File: config.mk
export PLATFORM = sky130hd
export DESIGN_NAME = mix_col_unit
export DESIGN_NICKNAME = d
export VERILOG_FILES = /design/src/rtl/mcu_pkg.sv /design/src/rtl/gf_prod_gen.sv /design/src/rtl/mc_column.sv /design/src/rtl/mix_col_unit.sv
export SDC_FILE = /design/constraint.sdc
export NUM_CORES = 1
export LEC_CHECK = 0
export ABC_CLOCK_PERIOD_IN_PS = 1500
export BUFFER_PORTS_ARGS = -buffer_cell sky130_fd_sc_hd__buf_4
export CORE_UTILIZATION = 45
export CTS_CLUSTER_DIAMETER = 80
export DETAILED_ROUTE_END_ITERATION = 8
export HOLD_SLACK_MARGIN = 0.08
export PLACE_DENSITY = 0.67
export RECOVER_POWER = 50
export SLEW_MARGIN = 10
export SYNTH_ARGS = -nofsm -noshare
export SYNTH_HDL_FRONTEND = slang
export SYNTH_SLANG_ARGS = --single-unit
File: constraint.sdc
create_clock -name clk -period 1.5 [get_ports clk]
set_input_delay 0.15 -clock clk [delete_from_list [all_inputs] [get_ports clk]]
set_output_delay 0.15 -clock clk [all_outputs]
set_load 0.03 [all_outputs]
File: src/rtl/mcu_pkg.sv
package mcu_pkg;

   localparam int unsigned BYTE_W    = 8;
   localparam int unsigned COL_BYTES = 4;
   localparam int unsigned COL_W     = BYTE_W * COL_BYTES;

   typedef logic [BYTE_W-1:0] gf_byte_t;

   // every multiple either matrix needs, for one source byte
   typedef struct packed {
      gf_byte_t x1;
      gf_byte_t x2;
      gf_byte_t x3;
      gf_byte_t x9;
      gf_byte_t xb;
      gf_byte_t xd;
      gf_byte_t xe;
   } gf_prod_t;

   typedef enum logic {
      MC_FWD = 1'b0,
      MC_INV = 1'b1
   } mc_mode_e;

   // one doubling stage: shift, then conditional reduction
   function automatic gf_byte_t gf_dbl(input gf_byte_t a, input gf_byte_t poly);
      return {a[BYTE_W-2:0], 1'b0} ^ (a[BYTE_W-1] ? poly : '0);
   endfunction

endpackage

File: src/rtl/gf_prod_gen.sv
module gf_prod_gen
   import mcu_pkg::*;
#(
   parameter logic [7:0]  RED_POLY   = 8'h1B,
   parameter int unsigned DBL_STAGES = 3
) (
   input  gf_byte_t a,
   output gf_prod_t prod
);

   generate
      if (DBL_STAGES != 3) begin : g_bad_stages
         $error("gf_prod_gen: DBL_STAGES must be 3 to reach the x8 term");
      end
      if (RED_POLY[0] != 1'b1) begin : g_bad_poly
         $error("gf_prod_gen: reduction constant must be odd");
      end
   endgenerate

   gf_byte_t p2, p4, p8;

   // cascade of three doublings: x2 -> x4 -> x8
   assign p2 = gf_dbl(a,  RED_POLY);
   assign p4 = gf_dbl(p2, RED_POLY);
   assign p8 = gf_dbl(p4, RED_POLY);

   always_comb begin
      prod.x1 = a;
      prod.x2 = p2;
      prod.x3 = p2 ^ a;
      prod.x9 = p8 ^ a;
      prod.xb = p8 ^ p2 ^ a;
      prod.xd = p8 ^ p4 ^ a;
      prod.xe = p8 ^ p4 ^ p2;
   end

endmodule

File: src/rtl/mc_column.sv
module mc_column
   import mcu_pkg::*;
#(
   parameter logic [7:0] RED_POLY = 8'h1B
) (
   input  logic             inv,
   input  logic [COL_W-1:0] col_in,
   output logic [COL_W-1:0] col_out
);

   gf_prod_t prod [COL_BYTES];
   gf_byte_t term [COL_BYTES][COL_BYTES];

   // coefficient for row offset k = (src - dst) mod 4
   function automatic gf_byte_t pick(input gf_prod_t p, input logic sel_inv,
                                     input logic [1:0] k);
      gf_byte_t r;
      if (!sel_inv) begin
         case (k)
            2'd0:    r = p.x2;
            2'd1:    r = p.x3;
            default: r = p.x1;
         endcase
      end else begin
         case (k)
            2'd0:    r = p.xe;
            2'd1:    r = p.xb;
            2'd2:    r = p.xd;
            default: r = p.x9;
         endcase
      end
      return r;
   endfunction

   generate
      for (genvar j = 0; j < COL_BYTES; j++) begin : g_src
         gf_prod_gen #(.RED_POLY(RED_POLY), .DBL_STAGES(3)) u_prod (
            .a    (col_in[COL_W-1-BYTE_W*j -: BYTE_W]),
            .prod (prod[j])
         );
      end
      for (genvar i = 0; i < COL_BYTES; i++) begin : g_dst
         for (genvar j = 0; j < COL_BYTES; j++) begin : g_term
            localparam logic [1:0] OFS = 2'((j - i + COL_BYTES) % COL_BYTES);
            assign term[i][j] = pick(prod[j], inv, OFS);
         end
         // four-input XOR tree per output byte
         always_comb begin
            gf_byte_t acc;
            acc = '0;
            for (int j = 0; j < COL_BYTES; j++) acc ^= term[i][j];
            col_out[COL_W-1-BYTE_W*i -: BYTE_W] = acc;
         end
      end
   endgenerate

endmodule

File: src/rtl/mix_col_unit.sv
module mix_col_unit
   import mcu_pkg::*;
#(
   parameter int unsigned COLS     = 4,
   parameter logic [7:0]  RED_POLY = 8'h1B
) (
   input  logic                clk,
   input  logic                rst_n,
   input  logic                mode_i,
   input  logic                in_valid,
   input  logic [32*COLS-1:0]  in_state,
   output logic                out_valid,
   output logic [32*COLS-1:0]  out_state
);

   localparam int unsigned STATE_W = COL_W * COLS;

   generate
      if (COLS != 1 && COLS != 4) begin : g_bad_cols
         $error("mix_col_unit: COLS must be 1 or 4");
      end
   endgenerate

   mc_mode_e           mode;
   logic [STATE_W-1:0] mixed;

   assign mode = mc_mode_e'(mode_i);

   generate
      for (genvar c = 0; c < COLS; c++) begin : g_col
         mc_column #(.RED_POLY(RED_POLY)) u_col (
            .inv     (mode == MC_INV),
            .col_in  (in_state[STATE_W-1-COL_W*c -: COL_W]),
            .col_out (mixed[STATE_W-1-COL_W*c -: COL_W])
         );
      end
   endgenerate

   always_ff @(posedge clk or negedge rst_n) begin
      if (!rst_n) begin
         out_valid <= 1'b0;
         out_state <= '0;
      end else begin
         out_valid <= in_valid;
         if (in_valid) out_state <= mixed;
      end
   end

endmodule

==> metrics, run 1 <==
Core ar.=28700 um2; r2r worst-path depth=2; crit path DAT=1.87 ns; hold_ws=~0.16 ns; fin area=19760 um2; clk sink count=around 130; Max Buffers Root-to-Sink=2; Via density=4.695; sequential area share after synthesis=24.53%; Synth Instances=1256; Yosys warning count=0; layout cell share with drive strength beyond 1=a little over two fifths; die outline area=between 20000 and 30000 um2; normalized max-slew margin=37.39%; Top Ports=261; number of antenna violations at the first check in global routing=0; Clock Skew=0 ns; drt total wl=37860 um; Slew Viols, Final=0; first-pass GRT wire length=59890 um; Final Wtd Congestion=0.8864; non-filler instance count after layout=2203; fin crit period=about 1.6 ns; fin nets=1938; CP Launch Type=input port; clk root buf=clkbuf_16; worst endpoint required time=1.81 ns; crit end category=flop; switch share=about two fifths; Max-cap violations=0; P_leak=9.309 nW; footprint of the multi-input gates=10660 um2; Combinational Power Share=61.6%; Clock power frac=17.2%; via count=about 10000; worst hold path type=in2reg; Peak supply drop=0.0009526 V; R2R setup slack=~0.64 ns; Area Overhead vs Synth=50.15%; vias in the first global route=11040; Netlist cell types=28; Hold Vio Cnt, Final=0; syn nets=1388; Sw Pwr=0.01135 W; placed cells=about 2200; clock latency on the worst-skew pair=0.42 ns; Max Freq=641.4 MHz; RSZ-0062 raised after global routing=yes; setup violators final=3; DRT iter0 DRCs=between 300 and 400; Residual DRC=0; Rows=62; H-Tree Depth=4; Area after DPL=18930 um2; Inserted Clock Buffers=17; initial core utilization=45.85%; cell count of the worst hold path=4; DRT Pass-1 Iters=4; Ant. Diodes=0; crit-path max FO=3; CTS tree=done; Final period util=103.9%; Power Dens Cells=about 1400 nW/um2; # fillers=2270; detail-routed net length per standard cell=17.19 um; Routed Antenna Nets=0; Slew @ Worst Pin=0.9392 ns; outcome=finished, violations left; hpwl dp=30370 um; synthesis-stage register bit count=129; register share of total power=21.2%; mean post-synth cell area=10.48 um2; PortBufs=260; GRT Total Usage=25.90%; Post-Syn Area=approximately 13000 um2; Die Wd=173.0 um; Die Ht=173.0 um; CP Class=in2reg; internal power=0.01609 W; violated checks=negative setup slack; Seq. cell area=3228 um2; largest net degree at the start of global routing=46; final worst slack=-0.05904 ns; Clock transition at path regs=about 0.07 ns; GRT overflow=0
power by group through the flow:
stage	registers, W	logic (W)	clock network (W)
final	0.00582	0.0169	0.00473
after global routing	0.00599	0.0180	0.00495
after CTS	0.00584	0.0172	0.00484
after detailed placement	0.00586	0.0170	0
after global placement	0.00584	0.0168	0
after floorplan	0.00862	0.00842	0
cell families (layout without fill, tap and decap cells):
family / count (synthesis) / count (layout) / synth area share, %
buffers and inverters: 99 / 662 / 3.213
flip-flops: 129 / 129 / 24.53
AND/OR/NAND/NOR: 189 / 189 / 5.637
multiplexers: 30 / 30 / 2.424
XOR/XNOR: 692 / 692 / 59.70
AO/OA/AOI/OAI: 117 / 117 / 4.497
registers in the layout (all words and copies together), names as in the netlist:
| signal | flops |
|---|---|
| out_state | 128 |
| out_valid | 1 |
layout make-up:
type / count / area share (%)
Clock buffer: 19 / 2.191
Multi-Input combinational cell: 1028 / 53.93
Tap cell: 384 / 2.431
Clock inverter: 13 / 1.051
Timing Repair Buffer: 628 / 24.02
Sequential cell: 129 / 16.34
Inverter: 2 / 0.03799
final timing paths:
| check | to | startpoint |
|---|---|---|
| max in group asynchronous | out_state[71] | rst_n |
| worst min-delay path | out_state[82] | in_state[66] |
| min in group asynchronous | out_state[101] | rst_n |
| worst max register to register | out_state[11] | out_state[11] |
| worst min register to register | out_state[89] | out_state[89] |
| worst max-delay path | out_state[11] | in_state[14] |
what timing repair did:
action | 4_1_cts | 5_1_grt
gates resized for setup | 12 | 56
gates cloned | 0 | 0
hold buffers | 2 | 0
hold endpoints to repair | 130 | 0
buffers inserted | 5 | 4
pin swaps | 11 | 31
setup endpoints to repair | 7 | 38
critical path, stage by stage:
cell and delay, ns:
buf_8 0.09, xnor3_2 0.45, xnor3_1 0.23, xnor3_1 0.25
nor3b_2 0.18, or3_1 0.32, a31o_1 0.21
through the flow:
stage	worst slack, ns	utilization, %	setup TNS [ns]	total power (W)
6_report	-0.05904	68.85	-0.09813	0.02744
5_1_grt	-0.09700	68.85	-0.4259	0.02892
4_1_cts	-0.02181	68.61	-0.03781	0.02790
3_5_place_dp	-0.5596	65.96	-39.51	0.02290
3_3_place_gp	-0.5082	65.96	-37.21	0.02269
2_1_floorplan	-0.4262	-	-11.17	0.01704
routing by layer:
metal	GRT usage, %	part of all wire (%)	up-vias
met4	6.637	1.5	0
met2	43.48	49	272
met3	4.002	4.5	41
li1	-	-	5104
met1	34.98	45	4926
met5	0	0	-
synth_stat cells, drive strengths merged:
master,count,area share (%)
dfrtp,129,25
xnor2,414,28
clkbuf,64,1.8
a21boi,1,0.057
xor2,152,10
xnor3,113,19
nand2b,2,0.095
nand2,48,1.4
nor3b,1,0.057
mux2i,15,1.1
a31o,1,0.067
and2,6,0.29
buf,33,1.3
nand3b,1,0.057
o21ai,4,0.15
a21oi,111,4.2
nor2b,1,0.048
xor3,13,2.3
nor2,129,3.7
inv,2,0.057
mux2,15,1.3
or3,1,0.048
layout by cell type, fill, tap and decap left out, types with 19 or more instances in the layout:
| master | Yosys | layout |
|---|---|---|
| xnor2_1 | 408 | 347 |
| xnor2_2 | 6 | 38 |
| buf_4 | 3 | 544 |
| xnor3_1 | 112 | 106 |
| xnor2_4 | 0 | 29 |
| xor2_2 | 0 | 19 |
| xor2_1 | 152 | 129 |
| a21oi_1 | 111 | 106 |
| clkbuf_1 | 63 | 54 |
| dfrtp_1 | 129 | 129 |
| nand2_1 | 48 | 32 |
| nor2_1 | 129 | 118 |
No activity file was read; power rests on OpenSTA's default activity.
==> run 2, diff against run 1 <==
--- a/config.mk
+++ b/config.mk
@@ -13,6 +13,7 @@
 export HOLD_SLACK_MARGIN = 0.08
 export PLACE_DENSITY = 0.67
 export RECOVER_POWER = 50
+export SETUP_SLACK_MARGIN = 0.05
 export SLEW_MARGIN = 10
 export SYNTH_ARGS = -nofsm -noshare
 export SYNTH_HDL_FRONTEND = slang
==> run 2 against run 1 <==
  * Highest routed layer unchanged
  * Clock skew did not move
  * Largest power group unchanged
  * Combinational power grew 2%
  * Critical endpoint unchanged
  * The flow still finishes with violations (negative setup slack)
  * Design area increased by 2.3%
==> metrics, run 2 (synthesis results as in run 1) <==
critical path startpoint=in_state[14]; detail-routed net length per standard cell=between 15 and 20 um; # fillers=2152; first-pass GRT wire length=about 60000 um; Final period util=100.9%; crit end category=flop; most frequent cells in the layout=buf_4 (516), xnor2_1 (335), dfrtp_1 (129), xor2_1 (124), nor2_1 (119); Die Ht=173.0 um; hpwl dp=31010 um; fin area=~20000 um2; launching point of the worst reg2reg path=out_state[11]; non-filler instance count after layout=2214; grt met3 use=3.980%; Largest Register=out_state; via count=10650; met1 usage=between 30% and 40%; normalized max-slew margin=roughly two fifths; Area Overhead vs Synth=53.66%; Residual DRC=0; initial core utilization=45.85%; Max-cap violations=0; CP Launch Type=input port; Power Dens Cells=approximately 1400 nW/um2; Rows=62; global route hottest layer=met2; Clock transition at path regs=0.08 ns; GRT overflow=0; largest net degree at the start of global routing=63; Peak supply drop=0.001001 V; crit-path max FO=3; clk root buf=clkbuf_16; Slew Viols, Final=0; setup violators final=2; Area after DPL=19040 um2; Max Buffers Root-to-Sink=2; hold_sp=in_valid; total power=0.02767 W; placed cells=2152; fin crit period=1.514 ns; Clock Skew=0 ns; PortBufs=260; worst hold path type=in2reg; DRT Pass-1 Iters=5; clock latency on the worst-skew pair=about 0.43 ns; Slew @ Worst Pin=between 0.8 and 0.9 ns; number of antenna violations at the first check in global routing=0; sum of negative setup slack=-0.02170 ns; DRT iter0 DRCs=477; CTS tree=done; met2 Track Usage GR=44.96%; crit path DAT=1.87 ns; RSZ-0062 raised after global routing=yes; Inserted Clock Buffers=17; Via density=4.810; fin nets=1949; die outline area=29940 um2; GRT Total Usage=26.61%; Hold Vio Cnt, Final=0; drt total wl=between 30000 and 40000 um; Routed Antenna Nets=0; worst endpoint required time=1.85 ns; Max Freq=660.4 MHz; layout cell share with drive strength beyond 1=between 40% and 50%; CP Class=in2reg; Core ar.=28700 um2; max FFs per register=~130; P_leak=9.510 nW; commonest non-fill, non-tap cell in the layout=buf_4; outcome=finished, violations left; hold_ws=0.1028 ns; Final Wtd Congestion=a little under 0.9; final worst slack=-0.01417 ns; violated checks=negative setup slack; vias in the first global route=11180; Seq. cell area=3228 um2; footprint of the multi-input gates=10850 um2; Ant. Diodes=0; clk sink count=129; Largest regs=out_state (128), out_valid (1); Top Ports=261; Die Wd=approximately 170 um; H-Tree Depth=4
==> run 2: cell types whose count changed in the layout (fill, tap and decap cells not counted), moves of 5 or more <==
| cell | change |
|---|---|
| buf_4 | -28 |
| buf_12 | +11 |
| buf_8 | +8 |
| xor2_1 | -5 |
| xnor2_1 | -12 |
| xnor2_2 | +11 |
| buf_6 | +14 |
| clkbuf_1 | +5 |
==> run 2: final cells by class <==
class                      count  area share (%)
multi-input combinational   1028           53.64
timing repair buffer         639           24.98
sequential                   129           15.96
tap                          384           2.376
clock buffer                  18           2.171
clock inverter                14          0.8352
inverter                       2         0.03712
==> run 2: critical path, cell delays in order <==
cell,delay (ns)
buf_6,0.07
xnor3_2,0.42
xnor3_1,0.25
xnor3_1,0.27
nor3b_2,0.18
or3_1,0.32
a31o_1,0.21
==> run 2: where the power goes <==
part	internal (W)	switching, W	total [W]
combinational	0.00844	0.00888	0.0173
sequential	0.00493	0.000969	0.00590
clock	0.00255	0.00190	0.00445
total	0.0159	0.0117	0.0277
==> run 2: per-layer routing <==
metal  wire length [um]  up-vias
li1                   -     5135
met1              16960     5172
met2              19560      263
met3               1377       79
met4               1323        0
met5                  0        -
==> run 2: worst paths after layout <==
path,to,slack [ns],cells past startpoint
worst max-delay path,out_state[11],-0.01,7
worst min-delay path,out_state[25],0.10,3
worst max register to register,out_state[11],0.67,2
worst min register to register,out_state[120],0.51,1
max in group asynchronous,out_state[120],0.17,3
min in group asynchronous,out_state[83],0.36,2
==> run 2: repair_timing <==
| item | in CTS | in global routing |
|---|---|---|
| buffers inserted | 8 | 21 |
| setup endpoints to repair | 16 | 69 |
| pin swaps | 27 | 72 |
| hold buffers | 1 | 0 |
| gates resized for setup | 28 | 93 |
| hold endpoints to repair | 129 | 0 |
==> run 2: through the flow <==
stage | util (%) | setup WS, ns
after floorplan | - | -0.4262
after global placement | 66.33 | -0.4911
after detailed placement | 66.33 | -0.5365
after CTS | 69.12 | -0.002459
after global routing | 70.46 | -0.07114
final | 70.46 | -0.01417
==> run 3, diff against run 2 <==
--- a/config.mk
+++ b/config.mk
@@ -7,11 +7,11 @@
 export LEC_CHECK = 0
 export ABC_CLOCK_PERIOD_IN_PS = 1500
 export BUFFER_PORTS_ARGS = -buffer_cell sky130_fd_sc_hd__buf_4
-export CORE_UTILIZATION = 45
+export CORE_MARGIN = 2
+export CORE_UTILIZATION = 40
 export CTS_CLUSTER_DIAMETER = 80
 export DETAILED_ROUTE_END_ITERATION = 8
 export HOLD_SLACK_MARGIN = 0.08
-export PLACE_DENSITY = 0.67
 export RECOVER_POWER = 50
 export SETUP_SLACK_MARGIN = 0.05
 export SLEW_MARGIN = 10
==> run 3 against run 2 <==
  * The flow still finishes with violations (negative setup slack)
  * Wire length is 0.33% higher
  * First-iteration DRC count is 25% lower
  * Power is 1.3% lower
==> metrics, run 3 (synthesis results as in run 1) <==
DRT Pass-1 Iters=5; internal power=between 0.015 and 0.02 W; fin nets=1967; register share of total power=21.5%; first-pass GRT wire length=roughly 60000 um; Die Ht=185.4 um; Clock power frac=16.0%; Rows=66; hold_ws=0.1826 ns; Clock Skew=0 ns; H-Tree Depth=4; Power Dens Cells=1355 nW/um2; vias in the first global route=10740; fin crit period=1.533 ns; Core ar.=32450 um2; hold_sp=in_state[126]; via count=10410; Max Freq=652.4 MHz; worst hold path type=in2reg; Max-cap violations=0; launching point of the worst reg2reg path=out_state[11]; Residual DRC=0; Critical Path Max Stage Delay=~0.38 ns; drt total wl=39340 um; sum of negative setup slack=-0.06337 ns; Largest regs=out_state (128), out_valid (1); Sw Pwr=0.01176 W; GRT overflow=0; violated checks=negative setup slack; placed cells=between 2000 and 2500; RSZ-0062 raised after global routing=yes; Final Wtd Congestion=~0.8; Via density=around 4.5; crit path DAT=1.91 ns; Max Buffers Root-to-Sink=2; # fillers=2714; Hold Vio Cnt, Final=0; Peak supply drop=approximately 0.0011 V; CP Cell Sequence=buf_6, xnor3_1, xnor3_1, xnor2_1, mux2i_1, buf_4, xnor3_1, a21oi_2; crit end category=flop; largest net degree at the start of global routing=40; Most common cell on crit path=xnor3_1; outcome=finished, violations left; critical path startpoint=in_state[40]; clk sink count=roughly 130; most frequent cells in the layout=buf_4 (548), xnor2_1 (338), dfrtp_1 (129), xor2_1 (128), nor2_1 (119); Area Overhead vs Synth=53.12%; Clock transition at path regs=0.06 ns; CP Launch Type=input port; clock latency on the worst-skew pair=0.45 ns; Largest Register=out_state; number of antenna violations at the first check in global routing=0; non-filler instance count after layout=about 2300; crit-path max FO=2; layout cell share with drive strength beyond 1=43.13%; worst endpoint required time=1.88 ns; Slowest-stage cell, CP=xnor3_1; detail-routed net length per standard cell=17.18 um; initial core utilization=40.55%; Inserted Clock Buffers=17; max FFs per register=between 100 and 150; Ant. Diodes=0; GRT Total Usage=23.41%; Slew @ Worst Pin=0.7871 ns; PortBufs=260; normalized max-slew margin=between 40% and 50%; P_leak=9.490 nW; Combinational Power Share=62.6%; Post-Place Worst Slack=-0.5531 ns; Largest delay share family, worst path=XOR/XNOR gates; clk root buf=clkbuf_16; CTS tree=done; final worst slack=-0.03287 ns; Die Wd=185.4 um; total power=roughly 0.027 W; Routed Antenna Nets=0; hpwl dp=31820 um; setup violators final=3; die outline area=34370 um2; switch share=a little over two fifths; Top Ports=about 260; Buf/Inv on CP=2; CP Class=in2reg; Slew Viols, Final=0; commonest non-fill, non-tap cell in the layout=buf_4; DRT iter0 DRCs=between 300 and 400; Final period util=102.2%
==> run 3: worst paths after layout <==
path                                        to  slack, ns  cells past startpoint
max in group asynchronous        out_state[30]       0.22                      3
worst min-delay path            out_state[103]       0.18                      4
worst max-delay path             out_state[43]      -0.03                      8
worst min register to register   out_state[89]       0.51                      1
min in group asynchronous        out_state[37]       0.31                      2
worst max register to register   out_state[11]       0.68                      2
==> run 3: timing repair <==
action	4_1_cts	5_1_grt
hold buffers	2	0
endpoints found under the setup margin	10	41
gates cloned	0	0
setup buffers	7	19
pin swaps	16	72
endpoints found under the hold margin	136	0
resized for setup	13	86
==> run 3: metal layers <==
layer / wire length (um) / vias up / track usage, %
met5: 0 / - / 0
met4: 646 / 0 / 6.190
met3: 1371 / 31 / 2.713
met2: 19480 / 203 / 39.60
met1: 17840 / 5037 / 31.82
li1: - / 5143 / -
==> run 3: tightest hold or removal path: stages <==
cell and delay [ns]:
buf_6 0.13, xnor2_1 0.09, xor2_1 0.15, a21oi_1 0.08
==> run 3: final cells by class <==
class	count	area (um2)	share of cell area, %
clock buffers	17	425.4	2.111
clock inverters	15	161.4	0.8009
inverters	2	7.507	0.03725
multi-input cells	1028	10750	53.35
flip-flops and latches	129	3228	16.02
well taps	442	553.0	2.744
repair buffers	657	5026	24.94
==> run 3: power groups by stage <==
stage	sequential, W	clock (W)	combinational (W)
final	0.00586	0.00437	0.0171
after global routing	0.00602	0.00461	0.0182
after CTS	0.00589	0.00449	0.0173
after detailed placement	0.00594	0	0.0172
after global placement	0.00593	0	0.0170
after floorplan	0.00862	0	0.00842
==> run 3: stage by stage <==
| step | instance area (um2) | util [%] |
|---|---|---|
| 3_3_place_gp | 19160 | 59.03 |
| 6_report | 20150 | 62.10 |
| 3_5_place_dp | 19160 | 59.03 |
| 2_1_floorplan | 14660 | - |
| 5_1_grt | 20150 | 62.10 |
| 4_1_cts | 19860 | 61.21 |
